===== config.mk =====
export PLATFORM = sky130hd
export DESIGN_NAME = spi_slv_frontend
export DESIGN_NICKNAME = d
export VERILOG_FILES = /design/src/rtl/spi_slv_pkg.sv /design/src/rtl/spi_slv_pin_qual.sv /design/src/rtl/spi_slv_frame.sv /design/src/rtl/spi_slv_tx.sv /design/src/rtl/spi_slv_wp_gate.sv /design/src/rtl/spi_slv_frontend.sv
export SDC_FILE = /design/constraint.sdc
export NUM_CORES = 1
export LEC_CHECK = 0
export ABC_AREA = 1
export BUFFER_PORTS_ARGS = -buffer_cell sky130_fd_sc_hd__buf_4
export CAP_MARGIN = 20
export CORE_MARGIN = 1.5
export CORE_UTILIZATION = 54
export CTS_BUF_LIST = sky130_fd_sc_hd__clkbuf_2 sky130_fd_sc_hd__clkbuf_4 sky130_fd_sc_hd__clkbuf_8
export DETAILED_ROUTE_END_ITERATION = 10
export PLACE_DENSITY_LB_ADDON = 0.1
export SKIP_LAST_GASP = 1
export SLEW_MARGIN = 20
export SYNTH_ARGS = -nofsm -noshare
export SYNTH_HDL_FRONTEND = slang
export SYNTH_SLANG_ARGS = --single-unit

===== constraint.sdc =====
create_clock -name clk -period 1.4 [get_ports clk]
set_input_delay 0.14 -clock clk [delete_from_list [all_inputs] [get_ports clk]]
set_output_delay 0.14 -clock clk [all_outputs]
set_load 0.01 [all_outputs]

===== src/rtl/spi_slv_pkg.sv =====
package spi_slv_pkg;

  localparam int BYTE_W = 8;

  // Instruction class field, top two bits of the instruction byte
  localparam logic [1:0] CLS_CTRL  = 2'b00;
  localparam logic [1:0] CLS_WRITE = 2'b01;
  localparam logic [1:0] CLS_READ  = 2'b10;
  localparam logic [1:0] CLS_STORE = 2'b11;

  typedef enum logic [2:0] {
    PH_ID,
    PH_INSTR,
    PH_DATA,
    PH_READ,
    PH_DROP
  } phase_e;

  typedef struct packed {
    logic              valid;
    logic              store;
    logic              has_data;
    logic [BYTE_W-1:0] instr;
    logic [BYTE_W-1:0] data;
  } spi_evt_t;

endpackage


===== src/rtl/spi_slv_pin_qual.sv =====
module spi_slv_pin_qual (
  input  logic clk,
  input  logic rst_n,
  input  logic sck_i,
  input  logic cs_n_i,
  input  logic hold_n_i,
  output logic rise_o,
  output logic fall_o,
  output logic clr_o,
  output logic paused_o,
  output logic in_frame_o
);

  logic sck_q, sck_d;
  logic cs_q, cs_d;
  logic paused_q, paused_d;
  logic in_frame_q, in_frame_d;
  logic live;

  always_comb begin
    sck_d      = sck_i;
    cs_d       = cs_n_i;
    paused_d   = paused_q;
    in_frame_d = in_frame_q;
    // pause input only takes effect while SCK is low
    if (!sck_i) paused_d = !hold_n_i;
    if (cs_n_i)                in_frame_d = 1'b0;
    else if (cs_q && !cs_n_i)  in_frame_d = 1'b1;
  end

  always_ff @(posedge clk or negedge rst_n) begin
    if (!rst_n) begin
      sck_q      <= 1'b0;
      cs_q       <= 1'b0;   // low at reset: a select already low is not an edge
      paused_q   <= 1'b0;
      in_frame_q <= 1'b0;
    end else begin
      sck_q      <= sck_d;
      cs_q       <= cs_d;
      paused_q   <= paused_d;
      in_frame_q <= in_frame_d;
    end
  end

  assign live       = in_frame_q && !cs_n_i && !paused_q;
  assign rise_o     = live && sck_i && !sck_q;
  assign fall_o     = live && !sck_i && sck_q;
  assign clr_o      = cs_n_i;
  assign paused_o   = paused_q;
  assign in_frame_o = in_frame_q;

endmodule


===== src/rtl/spi_slv_frame.sv =====
module spi_slv_frame
  import spi_slv_pkg::*;
#(
  parameter logic [BYTE_W-3:0] ID_HI = 6'b101000
) (
  input  logic        clk,
  input  logic        rst_n,
  input  logic        rise_i,
  input  logic        clr_i,
  input  logic        si_i,
  input  logic [1:0]  strap_i,
  output spi_evt_t    evt_o,
  output logic        rd_phase_o
);

  localparam int CNT_W = $clog2(BYTE_W);
  localparam logic [CNT_W-1:0] CNT_LAST = CNT_W'(BYTE_W - 1);

  phase_e            phase_q, phase_d;
  logic [CNT_W-1:0]  cnt_q, cnt_d;
  logic [BYTE_W-2:0] sh_q, sh_d;
  logic [BYTE_W-1:0] instr_q, instr_d;
  spi_evt_t          evt_q, evt_d;
  logic [BYTE_W-1:0] byte_w;
  logic [BYTE_W-1:0] slave_id;

  assign byte_w   = {sh_q, si_i};
  assign slave_id = {ID_HI, strap_i};

  always_comb begin
    phase_d = phase_q;
    cnt_d   = cnt_q;
    sh_d    = sh_q;
    instr_d = instr_q;
    evt_d   = '0;
    if (clr_i) begin
      phase_d = PH_ID;
      cnt_d   = '0;
    end else if (rise_i) begin
      sh_d  = byte_w[BYTE_W-2:0];
      cnt_d = cnt_q + 1'b1;
      if (cnt_q == CNT_LAST) begin
        unique case (phase_q)
          PH_ID: phase_d = (byte_w == slave_id) ? PH_INSTR : PH_DROP;
          PH_INSTR: begin
            instr_d     = byte_w;
            evt_d.instr = byte_w;
            unique case (byte_w[BYTE_W-1 -: 2])
              CLS_WRITE: phase_d = PH_DATA;
              CLS_READ: begin
                phase_d     = PH_READ;
                evt_d.valid = 1'b1;
              end
              CLS_STORE: begin
                phase_d     = PH_DROP;
                evt_d.valid = 1'b1;
                evt_d.store = 1'b1;
              end
              default: begin
                phase_d     = PH_DROP;
                evt_d.valid = 1'b1;
              end
            endcase
          end
          PH_DATA: begin
            evt_d.valid    = 1'b1;
            evt_d.has_data = 1'b1;
            evt_d.instr    = instr_q;
            evt_d.data     = byte_w;
          end
          default: ;
        endcase
      end
    end
  end

  always_ff @(posedge clk or negedge rst_n) begin
    if (!rst_n) begin
      phase_q <= PH_ID;
      cnt_q   <= '0;
      sh_q    <= '0;
      instr_q <= '0;
      evt_q   <= '0;
    end else begin
      phase_q <= phase_d;
      cnt_q   <= cnt_d;
      sh_q    <= sh_d;
      instr_q <= instr_d;
      evt_q   <= evt_d;
    end
  end

  assign evt_o      = evt_q;
  assign rd_phase_o = (phase_q == PH_READ);

endmodule


===== src/rtl/spi_slv_tx.sv =====
module spi_slv_tx
  import spi_slv_pkg::*;
(
  input  logic              clk,
  input  logic              rst_n,
  input  logic              fall_i,
  input  logic              rd_phase_i,
  input  logic              clr_i,
  input  logic [BYTE_W-1:0] rd_data_i,
  output logic              so_o,
  output logic              live_o
);

  localparam int CNT_W = $clog2(BYTE_W);

  logic [BYTE_W-1:0] sr_q, sr_d;
  logic [CNT_W-1:0]  cnt_q, cnt_d;
  logic              live_q, live_d;

  always_comb begin
    sr_d   = sr_q;
    cnt_d  = cnt_q;
    live_d = live_q;
    if (clr_i) begin
      cnt_d  = '0;
      live_d = 1'b0;
    end else if (fall_i && rd_phase_i) begin
      // byte boundary reloads from the backend, otherwise shift toward MSB
      sr_d   = (cnt_q == '0) ? rd_data_i : {sr_q[BYTE_W-2:0], 1'b0};
      cnt_d  = cnt_q + 1'b1;
      live_d = 1'b1;
    end
  end

  always_ff @(posedge clk or negedge rst_n) begin
    if (!rst_n) begin
      sr_q   <= '0;
      cnt_q  <= '0;
      live_q <= 1'b0;
    end else begin
      sr_q   <= sr_d;
      cnt_q  <= cnt_d;
      live_q <= live_d;
    end
  end

  assign so_o   = sr_q[BYTE_W-1];
  assign live_o = live_q;

endmodule


===== src/rtl/spi_slv_wp_gate.sv =====
module spi_slv_wp_gate
  import spi_slv_pkg::*;
(
  input  logic              clk,
  input  logic              rst_n,
  input  spi_evt_t          evt_i,
  input  logic              wp_n_i,
  output logic              cmd_valid_o,
  output logic [BYTE_W-1:0] cmd_instr_o,
  output logic [BYTE_W-1:0] cmd_data_o,
  output logic              cmd_has_data_o,
  output logic              wp_block_o
);

  logic              vld_q, vld_d;
  logic              blk_q, blk_d;
  logic              hd_q, hd_d;
  logic [BYTE_W-1:0] ins_q, ins_d;
  logic [BYTE_W-1:0] dat_q, dat_d;

  always_comb begin
    vld_d = evt_i.valid && (!evt_i.store || wp_n_i);
    blk_d = evt_i.valid && evt_i.store && !wp_n_i;
    hd_d  = hd_q;
    ins_d = ins_q;
    dat_d = dat_q;
    if (evt_i.valid) begin
      hd_d  = evt_i.has_data;
      ins_d = evt_i.instr;
      dat_d = evt_i.data;
    end
  end

  always_ff @(posedge clk or negedge rst_n) begin
    if (!rst_n) begin
      vld_q <= 1'b0;
      blk_q <= 1'b0;
      hd_q  <= 1'b0;
      ins_q <= '0;
      dat_q <= '0;
    end else begin
      vld_q <= vld_d;
      blk_q <= blk_d;
      hd_q  <= hd_d;
      ins_q <= ins_d;
      dat_q <= dat_d;
    end
  end

  assign cmd_valid_o    = vld_q;
  assign wp_block_o     = blk_q;
  assign cmd_has_data_o = hd_q;
  assign cmd_instr_o    = ins_q;
  assign cmd_data_o     = dat_q;

endmodule


===== src/rtl/spi_slv_frontend.sv =====
module spi_slv_frontend
  import spi_slv_pkg::*;
#(
  parameter logic [BYTE_W-3:0] ID_HI = 6'b101000
) (
  input  logic              clk,
  input  logic              rst_n,
  input  logic              sck_i,
  input  logic              cs_n_i,
  input  logic              si_i,
  input  logic              hold_n_i,
  input  logic              wp_n_i,
  input  logic [1:0]        strap_addr_i,
  input  logic [BYTE_W-1:0] rd_data_i,
  output logic              so_o,
  output logic              so_oe_o,
  output logic              cmd_valid_o,
  output logic [BYTE_W-1:0] cmd_instr_o,
  output logic [BYTE_W-1:0] cmd_data_o,
  output logic              cmd_has_data_o,
  output logic              wp_block_o
);

  logic     rise, fall, clr, paused, in_frame;
  logic     rd_phase, tx_live;
  spi_evt_t evt;

  spi_slv_pin_qual u_pins (
    .clk        (clk),
    .rst_n      (rst_n),
    .sck_i      (sck_i),
    .cs_n_i     (cs_n_i),
    .hold_n_i   (hold_n_i),
    .rise_o     (rise),
    .fall_o     (fall),
    .clr_o      (clr),
    .paused_o   (paused),
    .in_frame_o (in_frame)
  );

  spi_slv_frame #(.ID_HI(ID_HI)) u_frame (
    .clk        (clk),
    .rst_n      (rst_n),
    .rise_i     (rise),
    .clr_i      (clr),
    .si_i       (si_i),
    .strap_i    (strap_addr_i),
    .evt_o      (evt),
    .rd_phase_o (rd_phase)
  );

  spi_slv_tx u_tx (
    .clk        (clk),
    .rst_n      (rst_n),
    .fall_i     (fall),
    .rd_phase_i (rd_phase),
    .clr_i      (clr),
    .rd_data_i  (rd_data_i),
    .so_o       (so_o),
    .live_o     (tx_live)
  );

  spi_slv_wp_gate u_gate (
    .clk            (clk),
    .rst_n          (rst_n),
    .evt_i          (evt),
    .wp_n_i         (wp_n_i),
    .cmd_valid_o    (cmd_valid_o),
    .cmd_instr_o    (cmd_instr_o),
    .cmd_data_o     (cmd_data_o),
    .cmd_has_data_o (cmd_has_data_o),
    .wp_block_o     (wp_block_o)
  );

  assign so_oe_o = tx_live && in_frame && !paused;

endmodule


==> impl_metrics.toml, run 1 <==
[status]
status = "completed"

[timing]
fin_crit_ns = 1.37
maxSlewViolCount = 0
rsz0062_at_grt = "yes"
timing.final.ws_setup_ns = 0.0330
final_hold_viol_count = 0
max_freq_mhz = 732
worst_pin_slew_ns = 0.503
finClkSkew_ns = 0.00704
slew_headroom = 0.663
timing.final.crit_share = 0.976
finalSetupViolCount = 0

[clocking]
root_buffer = "clkbuf_8"
insertion_delay_ns = 0.34
htree_levels = 3
clk_pin_slew_worst_paths_ns = 0.08
cts.path.max_buffers = 2
cts_tree = "done"
cts_sinks = 75
numCtsBuffers = 9

[cells_and_area]
diodes = 0
final_nets = 417
area_growth_pct = 24.0
fillers = 461
drive_gt1_frac = 0.214
fin_area_um2 = 3850

[drt]
drt-vias-per-instance = 4.78
drt-total-wl_um = 5390
post-route-drc-count = 0
final_antenna_net_count = 0
drt_first_pass_iters = 4
wire_per_inst_um = 11.5
drt_iter0_drc = 145
vias = 2244

[setup_path]
cp-end-kind = "flop"
criticalPathCategory = "flop to flop"
cp.arrival_ns = 1.61
crit_fanout = 2
start_kind = "flop"
required_ns = 1.65

[logic_synthesis]
synth-simple-area-share = 0.203
synth_xor_area_frac = 0
post-synth-top-area-fraction = 0.605
yosys_warnings = 0
synth_most_common_cell = "nand2_1"
synth-edff-count = 0
syn-cell-area_um2 = 3100
avgSynthCellArea_um2 = 9.37
yosys-top-cells-area = "dfrtp_1 (60%), nand2_1 (12%), o21ai_0 (6.3%)"
synth_compound_area_frac = 0.0823
synthFlopType = "dfrtp_1"
ys_ff_latch = 75
ys_seq_area_frac = 0.605
synth.top_cells.by_count = "nand2_1 (98), dfrtp_1 (75), inv_1 (43), o21ai_0 (39), nor2_1 (24)"
synthAdderAreaFrac = 0.0323
synth_area_leader_cell = "dfrtp_1"
syn_inst = 331
synth_nets = 356
synth_top_family_by_area = "simple AND/OR/NAND/NOR gates"
synth_cell_types = 23
ys_async_sr_fraction = 1.00
synthMuxAreaShare = 0

[global_route]
grt_overflow_total = 0
antenna_found_initial = 0
grt_pass1_vias = 2092
grt.total_usage = 0.195
grt_max_degree = 76
grt_first_pass_wirelength_um = 9210

[power]
p_int_mw = 3.25
p_leak_nw = 2.09
pwr-share-comb = 0.082
power_mw = 4.29
ir_drop_v = 0.000816
p_sw_frac = 0.244
p_sw_mw = 1.05
p_seq_frac = 0.531
clkPwrFrac = 0.387
p_per_area_nw_per_um2 = 1120

[placed_design]
dp_hpwl_um = 3540
post_dp_cell_area_um2 = 3540
post-place-ws_ns = -0.0151
place.gp.congestion = 0.793
io_buffers = 37

[die]
core_um2 = 5540
start_util = 0.560
die_w_um = 78.8
dieArea_um2 = 6210
fp.dieH_um = 78.8
io_pins = 38
std_cell_rows = 27

[worst_hold_path]
min_path_type = "primary input to flop"

[flow_run]
max-cap-violations = 0
[layout by cell type, fill, tap and decap left out, types with 2 or more instances in the layout]
cell           count
a21oi_1            3
buf_12             2
buf_4             50
clkbuf_8          10
clkinv_2           2
clkinvlp_4         2
dfrtp_1           75
dlygate4sd3_1      5
ha_1               6
inv_1             43
inv_4              2
nand2_1           97
nand2_2            4
nand3_1           10
nand4_1            2
nor2_1            24
nor2_4             2
nor2_8             2
nor3_1             2
o211ai_1           5
o21ai_0           30
o21ai_1            8
[worst max-delay path, stage by stage, from the launching register on]
cell	delay [ns]
dfrtp_1	0.39
ha_2	0.20
ha_4	0.17
buf_4	0.12
buf_4	0.12
nand4_1	0.09
a21oi_1	0.08
nand2_1	0.06
inv_1	0.03
[layer usage]
layer	track usage	share of wire	wire length (µm)	vias to the layer above
li1	-	-	-	1153
met5	0	0	0	-
met3	0.0425	0.035	191	12
met1	0.259	0.49	2620	1040
met4	0.102	0.021	112	0
met2	0.303	0.46	2460	39
[area by class of cell]
| cell class | count | area (µm²) | area share |
|---|---|---|---|
| Inverter | 46 | 178 | 0.0462 |
| Tap cell | 72 | 90.1 | 0.0234 |
| Timing Repair Buffer | 58 | 477 | 0.124 |
| Clock inverter | 6 | 63.8 | 0.0166 |
| Sequential cell | 75 | 1880 | 0.488 |
| Clock buffer | 10 | 138 | 0.0358 |
| Multi-Input combinational cell | 202 | 1020 | 0.266 |
[kinds of logic (layout without fill, tap and decap cells)]
logic type / Yosys count / count (layout)
adder cells (fa/ha/maj): 8 / 8
flip-flops: 75 / 75
AND/OR/NAND/NOR: 145 / 146
AO/OA/AOI/OAI: 48 / 48
buffers and inverters: 55 / 120
[path summary, 6_finish.rpt]
| path | startpoint | endpoint | slack (ns) | depth (start not counted) |
|---|---|---|---|---|
| max | u_frame.cnt_q[0] | u_frame.phase_q[0] | 0.03 | 8 |
| min | rd_data_i[5] | u_tx.sr_q[5] | 0.05 | 3 |
| max reg2reg | u_frame.cnt_q[0] | u_frame.phase_q[0] | 0.03 | 8 |
| min reg2reg | u_frame.evt_o[5] | u_gate.cmd_data_o[5] | 0.44 | 2 |
| max in group asynchronous | rst_n | u_frame.cnt_q[1] | 0.75 | 3 |
| min in group asynchronous | rst_n | u_gate.cmd_instr_o[6] | 0.32 | 3 |
[flip-flops by register name (all words and copies together) (netlist names)]
signal,cells
u_frame.phase_q,3
u_frame.cnt_q,3
u_pins.cs_q,1
u_tx.live_o,1
u_gate.cmd_instr_o,8
u_gate.cmd_data_o,8
u_pins.sck_q,1
u_frame.instr_q,8
u_tx.sr_q,8
u_gate.cmd_has_data_o,1
u_gate.cmd_valid_o,1
u_gate.wp_block_o,1
u_frame.evt_o,19
u_pins.paused_o,1
u_pins.in_frame_o,1
u_frame.sh_q,7
u_tx.cnt_q,3
[what timing repair did]
item / in CTS / in global routing
buffers inserted: 0 / 1
cloned: 0 / 1
hold endpoints to repair: 79 / 0
hold buffers: 5 / 0
pin swaps: 1 / 0
resized for setup: 1 / 17
setup endpoints to repair: 5 / 27
[power groups by stage]
stage	Clock [mW]	Sequential [mW]	Combinational, mW
3_3_place_gp	0	2.32	0.339
6_report	1.66	2.28	0.351
3_5_place_dp	0	2.32	0.345
5_1_grt	1.81	2.29	0.411
4_1_cts	1.71	2.28	0.358
2_1_floorplan	0	2.32	0.159
[metrics by stage]
stage                     hold WS, ns   util  TNS, ns  instances
after global placement          0.188  0.639        0        446
after global routing           0.0558  0.694   -0.132        469
after CTS                      0.0465  0.685        0        467
after detailed placement        0.192  0.639  -0.0213        446
after floorplan                -0.156      -        0        331
final                          0.0481  0.694        0        469
Note: power is estimated with default switching activity, not from simulation.
==> run 2: changes to the inputs <==
--- a/config.mk
+++ b/config.mk
@@ -9,8 +9,7 @@
 export BUFFER_PORTS_ARGS = -buffer_cell sky130_fd_sc_hd__buf_4
 export CAP_MARGIN = 20
 export CORE_MARGIN = 1.5
-export CORE_UTILIZATION = 54
-export CTS_BUF_LIST = sky130_fd_sc_hd__clkbuf_2 sky130_fd_sc_hd__clkbuf_4 sky130_fd_sc_hd__clkbuf_8
+export CORE_UTILIZATION = 51
 export DETAILED_ROUTE_END_ITERATION = 10
 export PLACE_DENSITY_LB_ADDON = 0.1
 export SKIP_LAST_GASP = 1
==> run 2 against run 1 <==
  * Critical path type unchanged
  * Core utilization is 2.9 points lower
  * Final area is 1.9% higher
  * Non-clock buffer count is 3 higher
  * Critical path depth is 1 lower
  * Combinational power is 4% higher
==> impl_metrics.toml, run 2 (synthesis gave the netlist of run 1 again) <==
[timing]
rsz0062_at_grt = "yes"
worst_pin_slew_ns = 0.396
whs_ns = 0.00824
slew_headroom = 0.736
finalSetupViolCount = 0
max_freq_mhz = 741
final_hold_viol_count = 0
timing.final.crit_share = 0.965
tns_ns = 0
finClkSkew_ns = 0.0138
maxSlewViolCount = 0
fin_crit_ns = 1.35

[die]
dieArea_um2 = 6560
io_pins = 38
core_um2 = 5890
die_w_um = 81
start_util = 0.527
fp.dieH_um = 81
std_cell_rows = 28

[cells_and_area]
fin_cells = 477
final_nets = 422
mostFrequentLayoutCell = "nand2_1"
fin_area_um2 = 3920
area_growth_pct = 26.3
multiInputGateArea_um2 = 1060
mostFrequentLayoutCells = "nand2_1 (90), dfrtp_1 (74), buf_4 (52)"
regArea_um2 = 1880
largest_reg_flops = 19
drive_gt1_frac = 0.246
fillers = 476
diodes = 0

[setup_path]
cp-end-kind = "flop"
r2r_end = "u_frame.evt_o[14]"
max_stage_delay_ns = 0.36
required_ns = 1.66
critPathBufInv = 1
criticalPathCategory = "flop to flop"
ff2ff_path_depth = 7
start_kind = "flop"
cp_cell_sequence = "ha_2, ha_4, nand3_4, buf_12, nor2_4, nand2_2, o21ai_0"
crit_fanout = 5
ff2ff_setup_slack_ns = 0.05
critPathSlowestCell = "dfrtp_1"
cp.arrival_ns = 1.61
path_delay_family = "flip-flops"
r2r-start = "u_frame.cnt_q[1]"

[global_route]
grt_first_pass_wirelength_um = 9630
grt_max_degree = 76
grt-busiest-layer = "met2"
use_met2 = 0.288
grt.total_usage = 0.194
grt_pass1_vias = 2073
grt_overflow_total = 0
use_met3 = 0.0438
antenna_found_initial = 0
grt_util_met1 = 0.282

[clocking]
clk_pin_slew_worst_paths_ns = 0.08
cts_sinks = 75
cts.path.max_buffers = 2
cts_tree = "done"
root_buffer = "clkbuf_8"
htree_levels = 3
cts_hold_buf = 4
insertion_delay_ns = 0.34
numCtsBuffers = 9

[placed_design]
post_dp_cell_area_um2 = 3570
dp_cells = 451
io_buffers = 37
dp_hpwl_um = 3670
place.gp.congestion = 0.785

[drt]
drt-total-wl_um = 5740
drt_first_pass_iters = 5
wire_per_inst_um = 12.0
vias = 2268
post-route-drc-count = 0
drt_iter0_drc = 94
final_antenna_net_count = 0
drt-vias-per-instance = 4.75

[power]
ir_drop_v = 0.000649
p_per_area_nw_per_um2 = 1090
p_leak_nw = 2.10

[worst_hold_path]
holdCritStartpoint = "sck_i"
hold_path_end = "u_pins.paused_o"
min_path_cells = 2
min_path_type = "primary input to flop"

[flow_run]
max-cap-violations = 0

[status]
status = "completed"
[run 2: timing repair]
item,CTS,global route
gates cloned,3,0
endpoints found under the hold margin,78,1
gates resized for setup,1,24
setup endpoints to repair,19,41
pin swaps,2,8
setup buffers,0,3
[run 2: layout make-up]
| cell class | count | area share |
|---|---|---|
| Inverter | 46 | 0.0454 |
| Clock buffer | 10 | 0.0326 |
| Clock inverter | 6 | 0.0166 |
| Timing Repair Buffer | 61 | 0.131 |
| Multi-Input combinational cell | 204 | 0.271 |
| Tap cell | 75 | 0.0240 |
| Sequential cell | 75 | 0.479 |
[run 2: how the worst max path moves through the flow]
stage / from / endpoint / slack, ns / depth (start not counted)
global route: u_pins.paused_o / u_frame.phase_q[0] / -0.05 / 9
floorplan: u_frame.cnt_q[0] / u_frame.evt_o[18] / 0.01 / 7
CTS: u_frame.cnt_q[1] / u_frame.evt_o[18] / -0.01 / 7
detailed placement: u_frame.cnt_q[1] / u_frame.evt_o[18] / -0.07 / 7
global placement: u_frame.cnt_q[0] / u_frame.evt_o[18] / -0.002 / 7
finish: u_frame.cnt_q[1] / u_frame.evt_o[14] / 0.05 / 7
[run 2: metrics by stage]
stage	utilization	setup slack (ns)	total power, mW
floorplan	-	0.00961	2.48
global placement	0.607	-0.00196	2.66
detailed placement	0.607	-0.0737	2.67
CTS	0.652	-0.0131	4.30
global route	0.666	-0.0518	4.48
finish	0.666	0.0496	4.29
[run 2: per-layer routing]
metal	vias up	wire, µm
li1	1162	-
met1	1060	2870
met2	41	2630
met3	5	183
met4	0	51
met5	-	0
[run 2: power breakdown]
group / total [mW] / switching, mW / internal, mW
clock: 1.63 / 0.804 / 0.827
sequential: 2.29 / 0.0594 / 2.23
combinational: 0.365 / 0.214 / 0.151
[run 2: worst reg2reg max path: cells and delay by family, from the launching register on]
family	cells	cell delay (ns)
buf+inv	1	0.16
fa+ha+maj	2	0.33
compound gates	1	0.07
simple gates	3	0.34
flops	1	0.36
